### config.mk
export PLATFORM = sky130hd
export DESIGN_NAME = toggle_poll_ctrl
export DESIGN_NICKNAME = d
export VERILOG_FILES = /design/src/rtl/toggle_poll_ctrl.sv
export SDC_FILE = /design/constraint.sdc
export NUM_CORES = 1
export LEC_CHECK = 0
export BUFFER_PORTS_ARGS = -buffer_cell sky130_fd_sc_hd__buf_2
export CAP_MARGIN = 20
export CORE_ASPECT_RATIO = 0.7
export CORE_MARGIN = 2
export CORE_UTILIZATION = 55
export CTS_CLUSTER_DIAMETER = 60
export DETAILED_ROUTE_END_ITERATION = 12
export GPL_TIMING_DRIVEN = 0
export PLACE_DENSITY = 0.86
export SETUP_SLACK_MARGIN = 0.5
export SYNTH_ARGS = -nofsm -noshare
export SYNTH_HDL_FRONTEND = slang
export SYNTH_SLANG_ARGS = --single-unit
### constraint.sdc
create_clock -name clk -period 8.35 [get_ports clk]
set_input_delay 2.0875 -clock clk [delete_from_list [all_inputs] [get_ports clk]]
set_output_delay 2.0875 -clock clk [all_outputs]
set_load 0.01 [all_outputs]
### src/rtl/toggle_poll_ctrl.sv
module toggle_poll_ctrl #(
  parameter int DW      = 8,
  parameter int TOG_BIT = 6,
  parameter int ERR_BIT = 5,
  parameter int CNT_W   = 16
) (
  input  logic             clk,
  input  logic             rst_n,
  input  logic             start,
  input  logic             abort,
  input  logic [CNT_W-1:0] max_polls,
  output logic             rd_req,
  input  logic             rd_ack,
  input  logic [DW-1:0]    rd_data,
  output logic             rst_cmd,
  output logic             busy,
  output logic             done,
  output logic             fail,
  output logic             timeout
);

  typedef enum logic [2:0] {S_IDLE, S_A, S_B, S_VA, S_VB} st_t;

  st_t              st;
  logic             first_q;
  logic [CNT_W-1:0] pairs;
  logic [CNT_W:0]   pairs_inc;
  logic             same, err_bit, limit_hit;

  assign pairs_inc = {1'b0, pairs} + 1'b1;
  assign same      = rd_data[TOG_BIT] == first_q;
  assign err_bit   = rd_data[ERR_BIT];
  assign limit_hit = (max_polls != '0) && (pairs_inc >= {1'b0, max_polls});
  assign busy      = st != S_IDLE;
  assign rd_req    = busy;

  always_ff @(posedge clk) begin
    if (!rst_n) begin
      st      <= S_IDLE;
      first_q <= 1'b0;
      pairs   <= '0;
      done    <= 1'b0;
      fail    <= 1'b0;
      timeout <= 1'b0;
      rst_cmd <= 1'b0;
    end else begin
      done    <= 1'b0;
      fail    <= 1'b0;
      timeout <= 1'b0;
      rst_cmd <= 1'b0;
      if (abort) begin
        st <= S_IDLE;
      end else begin
        case (st)
          S_IDLE: if (start) begin
            st    <= S_A;
            pairs <= '0;
          end
          S_A, S_VA: if (rd_ack) begin
            first_q <= rd_data[TOG_BIT];
            st      <= (st == S_A) ? S_B : S_VB;
          end
          S_B: if (rd_ack) begin
            if (same) begin
              done <= 1'b1;
              st   <= S_IDLE;
            end else if (err_bit) begin
              st <= S_VA;
            end else if (limit_hit) begin
              fail    <= 1'b1;
              timeout <= 1'b1;
              rst_cmd <= 1'b1;
              st      <= S_IDLE;
            end else begin
              pairs <= pairs_inc[CNT_W-1:0];
              st    <= S_A;
            end
          end
          S_VB: if (rd_ack) begin
            if (same) begin
              done <= 1'b1;
            end else begin
              fail    <= 1'b1;
              rst_cmd <= 1'b1;
            end
            st <= S_IDLE;
          end
          default: st <= S_IDLE;
        endcase
      end
    end
  end

  a_r1_req_held: assert property (@(posedge clk) disable iff (!rst_n)
    (rd_req && !rd_ack && !abort) |=> rd_req);
  a_r2_done_excl: assert property (@(posedge clk) disable iff (!rst_n)
    !(done && fail));
  a_r5_rst_with_fail: assert property (@(posedge clk) disable iff (!rst_n)
    fail == rst_cmd);
  a_r6_timeout_fail: assert property (@(posedge clk) disable iff (!rst_n)
    timeout |-> fail);
  a_r7_abort_quiet: assert property (@(posedge clk) disable iff (!rst_n)
    abort |=> (!busy && !done && !fail && !rd_req));
  a_r8_single_pulse: assert property (@(posedge clk) disable iff (!rst_n)
    (done || fail) |=> !(done || fail));
  a_r8_busy_ends: assert property (@(posedge clk) disable iff (!rst_n)
    $fell(busy) |-> (done || fail || $past(abort)));
  a_r8_idle_result: assert property (@(posedge clk) disable iff (!rst_n)
    (done || fail) |-> !busy);

endmodule

==> results.md, run 1 <==
- The flow ran to the end, and the final reports show no timing, DRC or antenna violations.
- The clock network power share is 0.329.
- The fraction of the core area covered by cells at the end of the flow is 0.656.
- Setup repair after global routing left no endpoint under its margin.
- The final-report hold violation count is 0.
- The dominant cell by count in the synthesized netlist is sky130_fd_sc_hd__nand2_1.
- Of the cells placed in the final design, the portion with a size suffix greater than 1 is 0.160.
- The floorplan step defined a core boundary enclosing about 3200 um2.
- The final setup violation count is 0.
- After the last flow step, the layout net total stands at about 320.
- In this run the static leakage power is between 0.9 and 1 nW.
- The area used by multi-input combinational logic is approximately 1300 um2.
- Dividing the detail-routed wire length by the instance count gives between 10 and 15 um.
- After clock tree synthesis, the clock-pin slew on the worst setup and hold paths is 0.07 ns.
- The number of antenna violations at the first check in global routing was 0.
- Counting every sink on the clock net gives 23.
- Global routing finished with a remaining overflow of 0.
- The min-delay analysis places its worst path in the category flop to flop.
- Yosys attributes the largest share of cell area to sky130_fd_sc_hd__dfxtp_1, sky130_fd_sc_hd__ha_1, sky130_fd_sc_hd__nand2_1.
- The remaining antenna violation count is 0.
- VDD sags by at most approximately 96 uV.
- Counting every net in the synthesized netlist gives about 280.
- The via count of the first global-routing pass is 1,594.
- The number of synthesized flops with an enable pin is 0.
- TritonCTS built the clock tree.
- For this design the ratio of total power to cell area is around 100 nW/um2.
- Data arrives at the worst endpoint at about 4.1 ns.
- Entering global routing, the biggest net connects 13 pins.
- Summing all flip-flop and latch instances after layout gives 460 um2.
- The proportion of power drawn by flip-flops and latches is 0.530.
- For this run, design rule violations remaining after detail routing come to 0.
- Input and output buffers added on the ports amount to 28.
- The peak per-stage delay on the critical path is between 0.4 and 0.5 ns.
- The overall power consumption is between 200 and 250 uW.
- The library cell used as clock root buffer is sky130_fd_sc_hd__clkbuf_8.
- Of the total power, combinational logic draws 0.140.
- The number of search-and-repair iterations in the first detailed-routing pass is 4.
- Yosys mapped the design onto 45 distinct sky130hd cell types.
- CTS built an H-tree with a depth of 1.
- The shortest period the worst path allows is just under 4 ns.
- Dividing the final minimum period by the clock period gives 0.472.
- The initial utilization of the core area, before any placement, comes to 0.582.
- Once layout is complete, the cells apart from fillers number 306.
- The total clock buffers created by CTS is 3.
- The Yosys step of the flow raised 0 warnings.
- The via total after detailed routing is around 1,800.
- The worst setup path is captured at a flop.
- Measured against its own limit, the worst slew margin works out to 0.596.
- The biggest fanout along the worst timing path is 10.
- The setup check on the worst reg-to-reg path leaves a slack of 4.99 ns.
- Walking the worst path, the cells encountered are buf_2 > inv_1 > ha_1 > a21oi_1 > o21a_1 > o211ai_1 > a211o_2 > a21oi_2 > buf_6 > mux2i_1.
- The post-cts sizing count is 0.
- The hold buffer count at CTS is 0.
- The number of diodes added for antenna fixing is 0.
- From left edge to right edge, the die measures roughly 73 um.
- The longest clock path from root to sink contains 2 buffers.
- The boundary pin count is 35.
- The overall routed net length is roughly 4300 um.
- The average instance area after synthesis is 7.82 um2.
- At the end of routability-driven placement, the weighted congestion stood at 0.941.
- The area growth from synthesis to layout is 12.6%.
- For this run, the total global-route usage over all layers was measured as 0.237.
- By count the netlist is led by sky130_fd_sc_hd__nand2_1, sky130_fd_sc_hd__dfxtp_1, sky130_fd_sc_hd__inv_1.
- The worst setup path category is input pin to flop.
- From bottom edge to top edge, the die measures roughly 52 um.
- Synthesis produced roughly 240 cells.
- Summing every instance area after synthesis gives 1850 um2.
- The category of the worst setup path launch point is an input pin.
- For this run, the leading register cell type out of synthesis is sky130_fd_sc_hd__dfxtp_1.
- The detailed-route vias per instance is between 5 and 6.
- After clock tree synthesis, the setup repair step added 0 buffers.
- The net switching power is between 50 and 60 uW.
- The switching share of power is 0.247.
- The slew at the pin with the worst max-slew slack is 0.602 ns.
- Across the run, the number of max-cap violations was 0.
- The share of synthesized area occupied by flip-flops and latches is 0.249.
- The launch point of the worst path is max_polls[8].
- After routing, the total negative slack on setup checks comes to 0 ns.
- The half-perimeter wire length after placement is 3450 um.
- At the worst endpoint, the required time is 8.54 ns.
- The standard cell with the maximum stage delay on the critical path is sky130_fd_sc_hd__a211o_2.
- The later pin in the worst-skew pair is clocked with a latency of ~0.27 ns.
- The cell type with the largest total area after synthesis is sky130_fd_sc_hd__dfxtp_1.
- The worst hold slack is ~0.51 ns.
- The internal power of the cells totals between 150 and 200 uW.
- The share of synthesized area in the top cell type comes to 0.249.
- The share of synthesized registers carrying an async set or reset is 0.
- The first routing iteration left 97 violations.
- The maximum clock skew at final layout is between 0.003 and 0.004 ns.
- The filler cells instantiated in the layout total 283.
- The fmax is about 250 MHz.
- The first global-routing pass estimated 6960 um of wire.
- In this run the most critical hold path is launched from pairs[14]$_SDFFE_PN0P_.
- Counting flops and latches in the post-synthesis netlist gives 23.
- The number of max-slew violations in the final report is 0.
- The floorplan has 17 rows.
- The floorplan step defined a die boundary enclosing 3840 um2.
- In this run the critical register-to-register path is launched from pairs[0]$_SDFFE_PN0P_.
- In this run, placement finished with an instance count of 302.
[critical path, delay by kind of cell]
kind	cells	cell delay [ns]
mux	1	0.21
buf+inv	3	0.34
compound gates	5	1.19
fa+ha+maj	1	0.31
[layout by cell type (no fill, tap or decap), types with 3 or more instances in the layout]
| cell type | instances |
|---|---|
| sky130_fd_sc_hd__a21oi_1 | 15 |
| sky130_fd_sc_hd__nor3_1 | 4 |
| sky130_fd_sc_hd__buf_2 | 29 |
| sky130_fd_sc_hd__xnor2_1 | 11 |
| sky130_fd_sc_hd__and4_1 | 3 |
| sky130_fd_sc_hd__mux2i_1 | 11 |
| sky130_fd_sc_hd__o21ai_0 | 9 |
| sky130_fd_sc_hd__and3_1 | 3 |
| sky130_fd_sc_hd__clkbuf_1 | 4 |
| sky130_fd_sc_hd__nand2b_1 | 3 |
| sky130_fd_sc_hd__nor4_1 | 4 |
| sky130_fd_sc_hd__a221oi_1 | 3 |
| sky130_fd_sc_hd__xor2_1 | 5 |
| sky130_fd_sc_hd__nor2_1 | 11 |
| sky130_fd_sc_hd__inv_1 | 19 |
| sky130_fd_sc_hd__ha_1 | 17 |
| sky130_fd_sc_hd__clkbuf_8 | 3 |
| sky130_fd_sc_hd__dfxtp_1 | 23 |
| sky130_fd_sc_hd__o211ai_1 | 5 |
| sky130_fd_sc_hd__and2_1 | 3 |
| sky130_fd_sc_hd__nand4_1 | 8 |
| sky130_fd_sc_hd__nand3_1 | 10 |
| sky130_fd_sc_hd__nand2_1 | 35 |
| sky130_fd_sc_hd__a21o_1 | 3 |
[logic make-up after synthesis]
kind of cell	after synthesis	share of synthesized area
buffers and inverters	28	0.0658
AND/OR/NAND/NOR	92	0.250
multiplexers	11	0.0597
XOR/XNOR	16	0.0759
AO/OA/AOI/OAI	48	0.179
adder cells (fa/ha/maj)	18	0.121
flip-flops	23	0.249
[final cells by class]
cell class | count | area share
multi-input cells | 185 | 0.608
flip-flops and latches | 23 | 0.222
repair buffers | 28 | 0.0674
inverters | 20 | 0.0361
well taps | 38 | 0.0229
plain buffers | 8 | 0.0223
clock buffers | 4 | 0.0217
[metrics by stage]
stage	instance area (um2)	setup slack (ns)
2_1_floorplan	1850	4.58
3_3_place_gp	2030	4.23
3_5_place_dp	2030	4.16
4_1_cts	2080	4.42
5_1_grt	2080	4.32
6_report	2080	4.41
[power by group through the flow]
stage	registers, mW	clock network, mW	logic (mW)
final	0.110	0.0684	0.0292
after global routing	0.110	0.0733	0.0327
after CTS	0.110	0.0699	0.0290
after detailed placement	0.113	0	0.0287
after global placement	0.113	0	0.0279
after floorplan	0.113	0	0.0174
[registers in the layout (all words and copies together), names as in the netlist]
| register | flops |
|---|---|
| first_q | 1 |
| done | 1 |
| st | 3 |
| pairs | 16 |
| timeout | 1 |
| fail | 1 |
[routing by layer]
layer,vias up,wire [um],share of wire,global-route usage
li1,905,-,-,-
met1,829,2020,0.47,0.322
met2,59,1970,0.46,0.378
met5,-,0,0,0
met3,4,304,0.070,0.0635
met4,0,25,0.0058,0.0494
[path summary, 6_finish.rpt]
check / to / depth (start not counted)
max: pairs[7]$_SDFFE_PN0P_ / 10
min: pairs[14]$_SDFFE_PN0P_ / 2
max reg2reg: pairs[7]$_SDFFE_PN0P_ / 13
min reg2reg: pairs[14]$_SDFFE_PN0P_ / 2
(Power assumes the default switching activity.)
==> run 2, diff against run 1 <==
clock period = 3.85 ns   (was 8.35 ns; I/O delays follow)
==> run 2 against run 1 <==
Die area did not move; register-to-register slack got worse by 4.3 ns; hold slack got worse by 0.0086 ns; clock skew fell by 0.00067 ns; sequential share of layout area fell by 0.18 points; non-clock buffer count did not move; routed wire length rose by 0.63%; cell count did not move; utilization rose by 0.71 points.
==> results.md, run 2 (synthesis gave the netlist of run 1 again) <==
- The run finished with clean final reports.
- The tightest min-delay check is of the flop to flop type.
- Leaving out fill and tap cells, the most frequent cell in the layout is sky130_fd_sc_hd__nand2_1.
- The leakage power was 0.972 nW (+0.91%).
- The via count of the first global-routing pass is 1,597 (+0.19%).
- The maximum clock skew at final layout is 0.00306 ns (-0.000666 ns).
- The placer's final routability congestion estimate is 0.941 (unchanged).
- The standard cell with the maximum stage delay on the critical path is sky130_fd_sc_hd__dfxtp_1.
- The library cells used most frequently in the layout, excluding fill and tap cells, are sky130_fd_sc_hd__nand2_1, sky130_fd_sc_hd__buf_2, sky130_fd_sc_hd__dfxtp_1.
- The number of post-CTS setup repair buffers was 0 (unchanged).
- The filler cell count in the final layout is 279 (-1.4%).
- The clock-pin slew on the worst setup and hold paths is 0.08 ns (about the same).
- The source-to-sink clock delay at the later pin of the worst-skew pair is 0.26 ns (about the same).
- The peak per-stage delay on the critical path came to 0.39 ns (-0.02 ns).
- The placement-stage worst setup slack was 0.528 ns (-3.63 ns).
- The average routed wire per standard cell was 14.2 um (+0.63%).
- The number of antenna violations at the first check in global routing was 0 (unchanged).
- The pin count of the biggest net entering global routing came to 13 (unchanged).
- The part of the total power dissipated in combinational logic came to 0.142 (+0.002).
- TritonCTS built the clock tree.
- The total track usage is 0.238 (+0.000826).
- The overall die area is 3840 um2 (unchanged).
- The overall power consumption is 451 uW (+120%).
- The cell area power density is 215 nW/um2 (+110%).
- The first-pass GRT wire length came to 6990 um (+0.39%).
- The worst setup path category is flop to flop.
- The vertical extent of the die came to 52.5 um (unchanged).
- The cell family contributing the most delay on the critical path is compound AO/OA/AOI/OAI gates.
- The number of search-and-repair iterations in the first detailed-routing pass is 5 (+1).
- The number of rows created at floorplan is 17 (unchanged).
- The number of nets in the layout was 315 (unchanged).
- The boundary pin count is 35 (unchanged).
- The switching share of power was 0.246 (-0.000767).
- The H-tree depth reported by CTS is 1 (unchanged).
- The overall routed net length is 4340 um (+0.63%).
- The number of buffers on the longest clock path is 2 (unchanged).
- The leftover overflow at the end of global routing is 0 (unchanged).
- The share of cells above drive strength 1 was 0.179 (+0.0187).
- The total clock sinks is 23 (unchanged).
- The proportion of power drawn by flip-flops and latches is 0.531 (about the same).
- The width of the die is 73.2 um (unchanged).
- The number of max-slew violations in the final report was 0 (unchanged).
- The via total after detailed routing is 1,797 (unchanged).
- The clock network power share came to 0.327 (-0.002).
- Traced cell by cell, the critical path runs through ha_2 > and3_2 > and2_4 > nand4_1 > xnor2_2 > ha_1 > a21o_1 > a21oi_1 > o31ai_1 > a211o_2 > a21oi_4 > buf_6 > mux2i_1.
- The final setup violation count came to 0 (unchanged).
- The worst endpoint data arrival time is 3.34 ns (-0.79 ns).
- The final-report hold violation count was 0 (unchanged).
- From synthesis to final layout, the design area changed by 13.8%.
- The number of design rule violations left after detail routing is 0 (unchanged).
- The slew at the pin with the worst max-slew slack is 0.561 ns (-0.0410 ns).
- The net switching power was 111 uW (+120%).
- The worst hold path startpoint is pairs[0]$_SDFFE_PN0P_.
- The area of the core is 3170 um2 (unchanged).
- The hold buffer count at CTS was 0 (unchanged).
- CTS placed an instance of sky130_fd_sc_hd__clkbuf_8 at the clock tree root.
- The final instance area was 2100 um2 (+1.1%).
- Setup repair after global routing left no endpoint under its margin.
- The largest registers in the layout are pairs: 16 flops, st: 3 flops.
- The total negative slack is 0 ns (unchanged).
- The worst slew margin relative to its limit is 0.624 (+0.0275).
- The launch point of the worst path is pairs[1]$_SDFFE_PN0P_.
- The remaining antenna violation count was 0 (unchanged).
- The worst register-to-register path begins at pairs[1]$_SDFFE_PN0P_.
- The total clock buffers created by CTS is 3 (unchanged).
- The footprint of the flip-flops and latches is 462 um2 (+0.27%).
- The register name with the most flops is pairs.
- The fmax is approximately 320 MHz.
- The category of the worst setup path launch point is a flop.
- The number of max-capacitance violations reported is 0 (unchanged).
- The DRC violation total after the first TritonRoute iteration is 85 (-12%).
- The cell-internal power is 340 uW (+120%).
- The initial core utilization came to 0.582 (unchanged).
- The worst voltage drop across the vdd grid is 194 uV (+100%).
- The number of diodes added for antenna fixing came to 0 (unchanged).
- The number of buffer and inverter instances along the worst setup path came to 1 (-2).
- The required time of the worst setup path came to 4.04 ns (-4.50 ns).
- The detailed-route vias per instance was 5.87 (unchanged).
- For the finished layout, the period the worst path requires is about 3.1 ns.
- The least setup slack across all paths after layout is 0.703 ns (-3.70 ns).
- The port buffer count is 28 (unchanged).
- The type of destination of the critical path is a flop.
- In the finished design, the share of the clock period the worst path needs comes to 0.817.
- The number of flip-flops under the largest register name is 16 (unchanged).
- The half-perimeter wire length after placement was 3450 um (unchanged).
- The biggest fanout along the worst timing path is 10 (unchanged).
- The post-place instance area is 2030 um2 (unchanged).
- The area used by multi-input combinational logic is 1280 um2 (+1.7%).
## run 2: worst paths after layout
kind / endpoint / slack [ns] / depth (start not counted)
max: pairs[7]$_SDFFE_PN0P_ / 0.70 / 13
max reg2reg: pairs[7]$_SDFFE_PN0P_ / 0.70 / 13
min: pairs[0]$_SDFFE_PN0P_ / 0.50 / 2
min reg2reg: pairs[0]$_SDFFE_PN0P_ / 0.50 / 2
## run 2: power groups by stage
| stage | logic (mW) | registers (mW) | clock network (mW) |
|---|---|---|---|
| after floorplan | 0.0378 | 0.245 | 0 |
| after global placement | 0.0606 | 0.245 | 0 |
| after detailed placement | 0.0621 | 0.245 | 0 |
| after CTS | 0.0628 | 0.239 | 0.152 |
| after global routing | 0.0714 | 0.239 | 0.159 |
| final | 0.0640 | 0.239 | 0.148 |
## run 2: worst register-to-register path, delay by kind of cell, from the launching register on
kind,cells,cell delay (ns)
multiplexers,1,0.21
adder cells (fa/ha/maj),2,0.53
buffers and inverters,1,0.20
AND/OR/NAND/NOR,3,0.56
flip-flops,1,0.39
XOR/XNOR,1,0.17
AO/OA/AOI/OAI,5,1.00
## run 2: per-stage QoR
| step | hold slack (ns) | instances | utilization |
|---|---|---|---|
| 2_1_floorplan | 0.456 | 236 | - |
| 3_3_place_gp | 0.468 | 302 | 0.642 |
| 3_5_place_dp | 0.499 | 302 | 0.642 |
| 4_1_cts | 0.510 | 306 | 0.657 |
| 5_1_grt | 0.528 | 306 | 0.663 |
| 6_report | 0.502 | 306 | 0.663 |
## run 2: what timing repair did
| action | 4_1_cts | 5_1_grt |
|---|---|---|
| endpoints found under the setup margin | 2 | 15 |
| gates cloned | 0 | 0 |
| gates resized for setup | 1 | 5 |
## run 2: final cells by class
type	instances	share of cell area
Multi-Input combinational cell	185	0.612
Timing Repair Buffer	28	0.0667
Inverter	20	0.0357
Clock buffer	4	0.0214
Tap cell	38	0.0226
Sequential cell	23	0.220
Buffer	8	0.0220
## run 2: layer usage
layer  track usage  vias to the layer above  share of wire  routed length (um)
met5             0                        -              0                   0
met4        0.0494                        0         0.0067                  29
met3        0.0635                        6          0.077                 335
met2         0.378                       66           0.46                1980
met1         0.324                      819           0.46                2000
li1              -                      906              -                   -
==> run 3, diff against run 2 <==
clock period = 3.1 ns   (was 3.85 ns; I/O delays follow)
==> run 3 against run 2 <==
Critical path type unchanged; design area up 12%; die area unchanged; global-route usage up 3.9 points; via count up 13%; register-to-register slack worse by 0.72 ns; the run now ends with negative setup slack left; highest routed layer unchanged.
==> results.md, run 3 (synthesis gave the netlist of run 1 again) <==
- The first-pass GRT wire length came to 8100 um (+16%).
- The number of search-and-repair iterations in the first detailed-routing pass is 7 (+2).
- The TritonCTS clock tree is built.
- The half-perimeter wire length after placement came to 3320 um (-3.9%).
- Relative to the synthesized area, the layout overhead comes to 27.4%.
- The area of the core came to 3170 um2 (unchanged).
- The cell area power density is 247 nW/um2 (+15%).
- In the layout the commonest cells are sky130_fd_sc_hd__nand2_1, sky130_fd_sc_hd__buf_2, sky130_fd_sc_hd__inv_1, sky130_fd_sc_hd__buf_4, sky130_fd_sc_hd__dfxtp_1.
- The flow ran to the end, but the final reports show violations.
- The library cell used most frequently in the layout, excluding fill and tap cells, is sky130_fd_sc_hd__nand2_1.
- The pin count of the biggest net entering global routing is 13 (unchanged).
- The part of the total power dissipated in combinational logic is 0.168 (+0.026).
- The worst voltage drop across the vdd grid is 226 uV (+17%).
- The net switching power came to 151 uW (+36%).
- The H-tree depth reported by CTS is 1 (unchanged).
- The hold buffer count at CTS is 0 (unchanged).
- The leftover overflow at the end of global routing is 0 (unchanged).
- The fraction of the core area covered by cells at the end of the flow is 0.742 (+0.0790).
- The fmax is 321 MHz (+0.93%).
- The total negative slack is -0.0236 ns (-0.0236 ns).
- The library cell used as clock root buffer is sky130_fd_sc_hd__clkbuf_8.
- The required time of the worst setup path is 3.26 ns (-0.78 ns).
- The worst slew margin relative to its limit is 0.555 (-0.0689).
- The initial core utilization is 0.582 (unchanged).
- The checks that failed: negative setup slack.
- The endpoint of the worst-slack reg-to-reg timing path is pairs[2]$_SDFFE_PN0P_.
- The biggest fanout along the worst timing path is 4 (-6).
- The register name with the most flops is pairs.
- The maximum clock skew at final layout came to 0.00466 ns (+0.00161 ns).
- The share of cells above drive strength 1 was 0.289 (+0.110).
- The clock-pin slew on the worst setup and hold paths is 0.08 ns (about the same).
- The final instance area is 2350 um2 (+12%).
- The proportion of power drawn by flip-flops and latches is 0.509 (-0.022).
- The worst endpoint data arrival time is 3.28 ns (-0.06 ns).
- The placed cell count is 302 (unchanged).
- The number of flip-flops under the largest register name is 16 (unchanged).
- The number of rows created at floorplan was 17 (unchanged).
- The filler cell count in the final layout is 217 (-22%).
- The number of nets in the layout is 334 (+6.0%).
- In the final layout, the registers with the most flip-flops are pairs: 16 flops, st: 3 flops.
- The placement-stage worst setup slack came to 0.0101 ns (-0.518 ns).
- The width of the die came to 73.2 um (unchanged).
- The shortest period the worst path allows came to 3.12 ns (-0.0290 ns).
- The final clock period utilization by the worst path came to 1.01 (+0.188).
- The post-route non-filler standard cell count is 325 (+6.2%).
- The clock network power share is 0.323 (-0.004).
- The overall die area was 3840 um2 (unchanged).
- The class of the tightest hold or removal check is flop to flop.
- The placer's final routability congestion estimate came to 0.880 (-6.5%).
- The slew at the pin with the worst max-slew slack was 0.664 ns (+0.103 ns).
- The number of max-capacitance violations reported is 0 (unchanged).
- The source-to-sink clock delay at the later pin of the worst-skew pair is 0.27 ns (about the same).
- The number of buffers on the longest clock path is 2 (unchanged).
- Setup repair after global routing could not meet its margin everywhere.
- The via count of the first global-routing pass came to 1,795 (+12%).
- The total track usage is 0.277 (+0.0394).
- The switching share of power is 0.260 (+0.0131).
- The worst setup path is launched from a flop.
- The worst hold slack came to 0.501 ns (-0.00104 ns).
- The boundary pin count is 35 (unchanged).
- The least setup slack across all paths after layout is -0.0183 ns (-0.721 ns).
- The DRC violation total after the first TritonRoute iteration was 147 (+73%).
- The vertical extent of the die was 52.5 um (unchanged).
- The overall power consumption is 581 uW (+29%).
- The post-place instance area came to 2060 um2 (+1.2%).
- The final setup violation count came to 2 (+2).
- The total clock buffers created by CTS is 3 (unchanged).
- The remaining antenna violation count is 0 (unchanged).
- The final-report hold violation count is 0 (unchanged).
- The end point of the critical path is pairs[2]$_SDFFE_PN0P_.
- The number of antenna violations at the first check in global routing is 0 (unchanged).
- The detailed-route vias per instance is 6.24 (+6.2%).
- The overall routed net length was 5350 um (+23%).
- The total clock sinks is 23 (unchanged).
- The number of diodes added for antenna fixing is 0 (unchanged).
- The critical path is of the flop to flop type.
- The cell-internal power is 430 uW (+27%).
- The number of max-slew violations in the final report was 0 (unchanged).
- The average routed wire per standard cell is 16.4 um (+16%).
- The leakage power is 1.09 nW (+13%).
- The port buffer count is 28 (unchanged).
- The startpoint identified for the worst register-to-register timing path is pairs[0]$_SDFFE_PN0P_.
- The cell count of the worst reg-to-reg path came to 13 (unchanged).
- STA classifies the critical path endpoint as a flop.
- The register-to-register path setup slack is -0.02 ns (-0.72 ns).
- Tracing the worst setup path back leads to its startpoint at pairs[0]$_SDFFE_PN0P_.
- The number of design rule violations left after detail routing is 0 (unchanged).
- The via total after detailed routing is 2,027 (+13%).
run 3: cell count changes in the layout (fill, tap and decap cells not counted), sizes merged:
cell / before / now
buf: 33 / 52
run 3: routing by layer:
metal,up-vias,GRT usage,wire [um]
met3,24,0.0673,392
met4,0,0.117,165
met5,-,0,0
met1,941,0.349,2300
li1,943,-,-
met2,119,0.453,2480
run 3: power by group through the flow:
stage | Combinational (mW) | Sequential (mW) | Clock (mW)
after floorplan | 0.0470 | 0.303 | 0
after global placement | 0.0758 | 0.303 | 0
after detailed placement | 0.0770 | 0.303 | 0
after CTS | 0.0905 | 0.296 | 0.189
after global routing | 0.104 | 0.296 | 0.201
final | 0.0975 | 0.296 | 0.188
run 3: how the worst min path moves through the flow:
stage / from / to / slack [ns] / cells after the start
2_1_floorplan: pairs[7]$_SDFFE_PN0P_ / pairs[7]$_SDFFE_PN0P_ / 0.46 / 2
6_report: pairs[5]$_SDFFE_PN0P_ / pairs[5]$_SDFFE_PN0P_ / 0.50 / 2
4_1_cts: pairs[7]$_SDFFE_PN0P_ / pairs[7]$_SDFFE_PN0P_ / 0.49 / 2
3_5_place_dp: pairs[7]$_SDFFE_PN0P_ / pairs[7]$_SDFFE_PN0P_ / 0.48 / 2
5_1_grt: pairs[4]$_SDFFE_PN0P_ / pairs[4]$_SDFFE_PN0P_ / 0.52 / 2
3_3_place_gp: pairs[7]$_SDFFE_PN0P_ / pairs[7]$_SDFFE_PN0P_ / 0.47 / 2
run 3: timing repair:
item                                    in CTS  in global routing
pin swaps                                    9                  6
resized for setup                           21                  5
setup buffers                               15                  3
endpoints found under the setup margin      19                 19
gates cloned                                 1                  0
run 3: critical path, cell delays in order, from the launching register on:
cell and delay, ns:
sky130_fd_sc_hd__dfxtp_4 0.38, sky130_fd_sc_hd__ha_4 0.13, sky130_fd_sc_hd__and3_4 0.20, sky130_fd_sc_hd__buf_4 0.11
sky130_fd_sc_hd__nand2_2 0.10, sky130_fd_sc_hd__xnor2_1 0.16, sky130_fd_sc_hd__ha_1 0.34, sky130_fd_sc_hd__a21oi_1 0.18
sky130_fd_sc_hd__o21a_1 0.21, sky130_fd_sc_hd__o211ai_1 0.18, sky130_fd_sc_hd__a211o_2 0.40, sky130_fd_sc_hd__buf_4 0.17
sky130_fd_sc_hd__o31a_1 0.25, sky130_fd_sc_hd__a41o_1 0.20
run 3: final cells by class:
type	count	area, um2	area share
buffer	8	50.0	0.0213
clock buffer	4	45.0	0.0192
inverter	20	75.1	0.0319
multi-input combinational	185	1360	0.577
sequential	23	469	0.200
tap	38	47.5	0.0202
timing repair buffer	47	307	0.130
